<file path="src/rtl/e1oh_pkg.sv">
package e1oh_pkg;

  // Per-bit events decoded by the frame tracker and consumed by the capture units.
  typedef struct packed {
    logic bit_v;      // in-frame bit accepted while aligned
    logic fas_start;  // first bit of an align frame
    logic mf_begin;   // first bit of a multiframe
    logic drop;       // alignment absent
  } frm_evt_t;

endpackage

</file>
<file path="src/rtl/e1oh_frame_track.sv">
module e1oh_frame_track
  import e1oh_pkg::*;
#(
  parameter int OH_BITS   = 8,
  parameter int MF_FRAMES = 16,
  localparam int PW = $clog2(OH_BITS + 1),
  localparam int FW = $clog2(MF_FRAMES)
) (
  input  logic          clk,
  input  logic          rst,
  input  logic          bit_en,
  input  logic          frm_start,
  input  logic          mf_start,
  input  logic          fas_frame,
  input  logic          sync_ok,
  output frm_evt_t      evt,
  output logic [PW-1:0] cur_pos,
  output logic          cur_fas,
  output logic [FW-1:0] cur_fidx,
  output logic          cur_mfk,
  output logic          af_pulse,
  output logic          mf_pulse
);

  logic [PW-1:0] pos_q;
  logic          fas_q;
  logic [FW-1:0] fidx_q;
  logic          mfk_q;
  logic          fok_q;
  logic          mfs;

  assign mfs = frm_start & mf_start;

  always_comb begin
    cur_pos       = frm_start ? '0 : pos_q;
    cur_fas       = frm_start ? fas_frame : fas_q;
    if (mfs)
      cur_fidx = '0;
    else if (frm_start)
      cur_fidx = (fidx_q == FW'(MF_FRAMES - 1)) ? '0 : fidx_q + FW'(1);
    else
      cur_fidx = fidx_q;
    cur_mfk       = sync_ok & (mfk_q | mfs);
    evt.bit_v     = bit_en & sync_ok & (fok_q | frm_start);
    evt.fas_start = bit_en & sync_ok & frm_start & fas_frame;
    evt.mf_begin  = bit_en & sync_ok & mfs;
    evt.drop      = ~sync_ok;
  end

  always_ff @(posedge clk) begin
    if (rst) begin
      pos_q    <= '0;
      fas_q    <= 1'b0;
      fidx_q   <= '0;
      mfk_q    <= 1'b0;
      fok_q    <= 1'b0;
      af_pulse <= 1'b0;
      mf_pulse <= 1'b0;
    end else begin
      af_pulse <= evt.fas_start;
      mf_pulse <= evt.mf_begin;
      if (!sync_ok) begin
        pos_q  <= '0;
        fas_q  <= 1'b0;
        fidx_q <= '0;
        mfk_q  <= 1'b0;
        fok_q  <= 1'b0;
      end else if (bit_en) begin
        if (frm_start) fok_q <= 1'b1;
        pos_q  <= (cur_pos < PW'(OH_BITS)) ? cur_pos + PW'(1) : cur_pos;
        fas_q  <= cur_fas;
        fidx_q <= cur_fidx;
        mfk_q  <= cur_mfk;
      end
    end
  end

  a_r9_pulse_track: assert property (@(posedge clk) disable iff (rst)
    af_pulse == $past(bit_en & frm_start & fas_frame & sync_ok));
  a_r9_mf_track: assert property (@(posedge clk) disable iff (rst)
    mf_pulse == $past(bit_en & frm_start & mf_start & sync_ok));

endmodule

</file>
<file path="src/rtl/e1oh_nas_cap.sv">
module e1oh_nas_cap
  import e1oh_pkg::*;
#(
  parameter int OH_BITS = 8,
  localparam int PW = $clog2(OH_BITS + 1)
) (
  input  logic               clk,
  input  logic               rst,
  input  frm_evt_t           evt,
  input  logic [PW-1:0]      cur_pos,
  input  logic               cur_fas,
  input  logic               rx_bit,
  output logic [OH_BITS-1:0] nas_reg,
  output logic               nas_upd
);

  logic [OH_BITS-1:0] shadow;
  logic               full_q;
  logic               take;

  assign take = evt.bit_v & ~cur_fas & (cur_pos < PW'(OH_BITS));

  always_ff @(posedge clk) begin
    if (rst) begin
      shadow  <= '0;
      full_q  <= 1'b0;
      nas_reg <= '0;
      nas_upd <= 1'b0;
    end else begin
      nas_upd <= 1'b0;
      if (evt.drop) begin
        full_q <= 1'b0;
      end else begin
        if (evt.fas_start && full_q) begin
          nas_reg <= shadow;
          nas_upd <= 1'b1;
          full_q  <= 1'b0;
        end
        if (take) begin
          shadow <= {shadow[OH_BITS-2:0], rx_bit};
          if (cur_pos == '0)                 full_q <= 1'b0;
          if (cur_pos == PW'(OH_BITS - 1))   full_q <= 1'b1;
        end
      end
    end
  end

  a_r3_nas_hold: assert property (@(posedge clk) disable iff (rst)
    !nas_upd |-> $stable(nas_reg));
  a_r3_nas_at_align: assert property (@(posedge clk) disable iff (rst)
    nas_upd |-> $past(evt.fas_start));
  a_r8_nas_single: assert property (@(posedge clk) disable iff (rst)
    nas_upd |=> !nas_upd);

endmodule

</file>
<file path="src/rtl/e1oh_si_cap.sv">
module e1oh_si_cap
  import e1oh_pkg::*;
#(
  parameter int OH_BITS   = 8,
  parameter int MF_FRAMES = 16,
  localparam int PW   = $clog2(OH_BITS + 1),
  localparam int FW   = $clog2(MF_FRAMES),
  localparam int SI_N = MF_FRAMES / 2,
  localparam int SW   = FW - 1
) (
  input  logic            clk,
  input  logic            rst,
  input  frm_evt_t        evt,
  input  logic [PW-1:0]   cur_pos,
  input  logic            cur_fas,
  input  logic [FW-1:0]   cur_fidx,
  input  logic            cur_mfk,
  input  logic            rx_bit,
  output logic [SI_N-1:0] si_reg,
  output logic            si_upd
);

  logic [SI_N-1:0] shadow;
  logic [SI_N-1:0] seen;
  logic [SW-1:0]   slot;
  logic            wr;

  assign slot = cur_fidx[FW-1:1];
  assign wr   = evt.bit_v & cur_fas & (cur_pos == '0) & cur_mfk;

  for (genvar g = 0; g < SI_N; g++) begin : g_slot
    always_ff @(posedge clk) begin
      if (rst) begin
        shadow[g] <= 1'b0;
        seen[g]   <= 1'b0;
      end else if (evt.drop) begin
        seen[g]   <= 1'b0;
      end else if (wr && slot == SW'(g)) begin
        shadow[g] <= rx_bit;
        seen[g]   <= 1'b1;
      end else if (evt.mf_begin) begin
        seen[g]   <= 1'b0;
      end
    end
  end

  always_ff @(posedge clk) begin
    if (rst) begin
      si_reg <= '0;
      si_upd <= 1'b0;
    end else begin
      si_upd <= 1'b0;
      if (evt.mf_begin && (&seen)) begin
        si_reg <= shadow;
        si_upd <= 1'b1;
      end
    end
  end

  a_r6_si_hold: assert property (@(posedge clk) disable iff (rst)
    !si_upd |-> $stable(si_reg));
  a_r6_si_at_mf: assert property (@(posedge clk) disable iff (rst)
    si_upd |-> $past(evt.mf_begin));
  a_r8_si_single: assert property (@(posedge clk) disable iff (rst)
    si_upd |=> !si_upd);

endmodule

</file>
<file path="src/rtl/e1_ts0_capture.sv">
module e1_ts0_capture
  import e1oh_pkg::*;
#(
  parameter int OH_BITS   = 8,
  parameter int MF_FRAMES = 16,
  localparam int PW   = $clog2(OH_BITS + 1),
  localparam int FW   = $clog2(MF_FRAMES),
  localparam int SI_N = MF_FRAMES / 2
) (
  input  logic               clk,
  input  logic               rst,
  input  logic               bit_en,
  input  logic               rx_bit,
  input  logic               frm_start,
  input  logic               mf_start,
  input  logic               fas_frame,
  input  logic               sync_ok,
  output logic [OH_BITS-1:0] nas_reg,
  output logic               nas_upd,
  output logic [SI_N-1:0]    si_reg,
  output logic               si_upd,
  output logic               af_pulse,
  output logic               mf_pulse
);

  frm_evt_t      evt;
  logic [PW-1:0] cur_pos;
  logic          cur_fas;
  logic [FW-1:0] cur_fidx;
  logic          cur_mfk;

  e1oh_frame_track #(.OH_BITS(OH_BITS), .MF_FRAMES(MF_FRAMES)) u_track (
    .clk(clk), .rst(rst), .bit_en(bit_en), .frm_start(frm_start),
    .mf_start(mf_start), .fas_frame(fas_frame), .sync_ok(sync_ok),
    .evt(evt), .cur_pos(cur_pos), .cur_fas(cur_fas), .cur_fidx(cur_fidx),
    .cur_mfk(cur_mfk), .af_pulse(af_pulse), .mf_pulse(mf_pulse)
  );

  e1oh_nas_cap #(.OH_BITS(OH_BITS)) u_nas (
    .clk(clk), .rst(rst), .evt(evt), .cur_pos(cur_pos), .cur_fas(cur_fas),
    .rx_bit(rx_bit), .nas_reg(nas_reg), .nas_upd(nas_upd)
  );

  e1oh_si_cap #(.OH_BITS(OH_BITS), .MF_FRAMES(MF_FRAMES)) u_si (
    .clk(clk), .rst(rst), .evt(evt), .cur_pos(cur_pos), .cur_fas(cur_fas),
    .cur_fidx(cur_fidx), .cur_mfk(cur_mfk), .rx_bit(rx_bit),
    .si_reg(si_reg), .si_upd(si_upd)
  );

  a_r7_quiet_unaligned: assert property (@(posedge clk) disable iff (rst)
    !$past(sync_ok) |-> (!nas_upd && !si_upd && !af_pulse && !mf_pulse));
  a_r9_nas_with_af: assert property (@(posedge clk) disable iff (rst)
    nas_upd |-> af_pulse);
  a_r9_si_with_mf: assert property (@(posedge clk) disable iff (rst)
    si_upd |-> mf_pulse);

endmodule

</file>
<file path="config.mk">
export PLATFORM = sky130hd
export DESIGN_NAME = e1_ts0_capture
export DESIGN_NICKNAME = d
export VERILOG_FILES = /design/src/rtl/e1oh_pkg.sv /design/src/rtl/e1oh_frame_track.sv /design/src/rtl/e1oh_nas_cap.sv /design/src/rtl/e1oh_si_cap.sv /design/src/rtl/e1_ts0_capture.sv
export SDC_FILE = /design/constraint.sdc
export NUM_CORES = 1
export LEC_CHECK = 0
export CORE_AREA = 2 2 76 78
export CTS_CLUSTER_SIZE = 14
export DETAILED_ROUTE_END_ITERATION = 10
export DIE_AREA = 0 0 78 80
export DONT_BUFFER_PORTS = 1
export HOLD_SLACK_MARGIN = 0.1
export PLACE_DENSITY_LB_ADDON = 0.15
export SYNTH_ARGS = -nofsm -noshare
export SYNTH_HDL_FRONTEND = slang
export SYNTH_SLANG_ARGS = --single-unit
</file>
<file path="constraint.sdc">
create_clock -name clk -period 3.9 [get_ports clk]
set_clock_uncertainty 0.2 [all_clocks]
set_input_delay 0.39 -clock clk [delete_from_list [all_inputs] [get_ports clk]]
set_output_delay 0.39 -clock clk [all_outputs]
set_load 0.02 [all_outputs]
</file>
==> out/qor.txt <==
status: completed
vias in the first global route: 1567
starting density of the core: 0.437
Post-synth EDFFs: 0
Max-Slew Margin vs Limit: 0.232
WP data arrival: 2060 ps
Vias/cell: 5.23
H-tree levels: 2
register area share after synthesis: 0.474
max cap viols: 0
asr flop ratio synth: 0
Tot Pwr: 955 uW
leading register cell type out of synthesis: dfxtp_1
clk sinks: 56
DRC violations left: 0
nets: 265
Max Fclk: 475 MHz
Final Non-Filler Cells: 327
area growth from synthesis to layout: 7.83%
initial antenna violation count: 0
clock buffer count from CTS: 5
WS Path Type: in2reg
clock network fraction of design power: 0.351
Reg power frac: 0.604
clk root buf: clkbuf_8
GRT Total Usage: 0.157
CTS Buffer Depth: 2
Inserted Diodes: 0
Final Critical Period: 2100 ps
Psw: 230 uW
core footprint: 0.00541 sq mm
DP HPWL: 2.93 mm
post-CTS sizing: 0
number of warnings issued by yosys: 0
critical path required time: 3860 ps
Setup WS post-layout: 1800 ps
switching share of power: 0.241
Die X: 78 um
FILL cells: 542
RePlAce Congestion: 0.759
DR WL/cell: 14.0 um
maximum vdd drop: 0.000186 V
crit share post-route: 0.539
layout cell share with drive strength beyond 1: 0.0431
worst slew pin tran: 1150 ps
unrepaired setup endpoints after global routing: no
Synth Register Bits: 56
first-pass GRT wire length: 7.61 mm
Hold Fails Final Rpt: 0
DRT antenna net count: 0
commonest non-fill, non-tap cell in the layout: dfxtp_1
internal power: 724 uW
Leakage Power: 0.00108 uW
Final Core Density: 0.472
row cnt: 27
Max Slew Vio Count: 0
pin count of the biggest net entering global routing: 36
Die ar.: 0.00624 sq mm
crit-path max FO: 11
Clock Latency Late Sink: 320 ps
power density over cell area: 375 mW/mm^2
grt ovf: 0
final setup fails: 0
vias: 1711
CTS tree: done
Pre-Repair DR Iteration Count: 5
Post-Synthesis Cell Area: 0.00236 sq mm
Reg clk slew, reported paths: 100 ps
worst slack at placement: 1880 ps
Post-Synthesis Cells: 256
Combinational Power Share: 0.045
PortBufs: 0
drt total wl: 4.57 mm
most frequent cells in the layout: 56 x dfxtp_1, 36 x nor2_1, 32 x mux2i_1
initial drt markers: 92
Ports: 28
Sum Neg Setup Slack: 0 ps
HP Class: in2reg
Die Height: 80 um
crit end category: flip-flop
top cells by area, synth: dfxtp_1 47%, mux2i_1 14%, nor2_1 5.7%
area leader, netlist: dfxtp_1
Net Count, Synth: 267
share of the synthesized area in the top cell type: 0.474
Cells after DPL: 311
Cell variety after synth: 40
Mean Syn Cell Area: 9.23 sq um
R2R Setup Slk: 1840 ps
crit path launch type: input pin
## final cells by class
type                            instances  area [sq um]  area share
Inverter                                4          15.0     0.00589
Clock inverter                          3          27.5      0.0108
Sequential cell                        56          1120       0.440
Tap cell                               72          90.1      0.0353
Multi-Input combinational cell        179          1150       0.450
Timing Repair Buffer                    8          80.1      0.0314
Clock buffer                            5          68.8      0.0270
## logic make-up (layout without fill, tap and decap cells)
| group | count (synthesis) | after routing | synth area share |
|---|---|---|---|
| AO/OA/AOI/OAI | 41 | 41 | 0.109 |
| adder cells (fa/ha/maj) | 3 | 3 | 0.0159 |
| buffers and inverters | 21 | 20 | 0.0408 |
| flip-flops | 56 | 56 | 0.474 |
| multiplexers | 32 | 32 | 0.136 |
| AND/OR/NAND/NOR | 103 | 103 | 0.224 |
## path summary, 6_finish.rpt
path | start | end | cells after the start
setup / recovery | mf_start | u_si.si_reg[5] | 5
hold / removal | mf_start | u_track.fidx_q[2] | 3
setup reg to reg | u_track.fidx_q[1] | u_si.shadow[7] | 6
hold reg to reg | u_si.seen[2] | u_si.seen[2] | 2
## cells in the mapped netlist (all sizes together) (4+ instances only)
| master | count |
|---|---|
| buf | 6 |
| clkbuf | 11 |
| inv | 4 |
| nor2 | 36 |
| nor2b | 6 |
| nand4 | 4 |
| o21ai | 6 |
| nand2b | 14 |
| nand3 | 4 |
| dfxtp | 56 |
| a21oi | 19 |
| mux2i | 32 |
| nand2 | 23 |
## power by group through the flow
stage / Sequential (uW) / Clock, uW / Combinational [uW]
global placement: 590 / 0 / 30.2
global route: 578 / 371 / 47.5
floorplan: 589 / 0 / 36.3
CTS: 577 / 351 / 43.1
finish: 577 / 335 / 42.5
detailed placement: 590 / 0 / 30.1
## metrics by stage
stage | area [sq um] | hold slack, ps
2_1_floorplan | 2360 | 236
6_report | 2550 | 108
5_1_grt | 2550 | 123
3_5_place_dp | 2370 | 249
4_1_cts | 2550 | 101
3_3_place_gp | 2370 | 249
## worst max-delay path, cell delays in order
cell	delay, ps
dlygate4sd3_1	650
nand3_4	200
nor3_4	520
mux2i_1	240
nor2_1	50
## what timing repair did
| action | CTS | global route |
|---|---|---|
| endpoints found under the setup margin | 0 | 0 |
| endpoints found under the hold margin | 43 | 0 |
| hold buffers | 8 | 0 |
| buffers inserted | 0 | 0 |
## metal layers
layer	routed length, um	vias up	part of all wire	track usage
met5	0	-	0	0
met4	70	0	0.015	0.0684
met3	186	5	0.041	0.0419
met2	2170	31	0.47	0.258
met1	2150	794	0.47	0.195
li1	-	881	-	-
(Power assumes the default switching activity.)
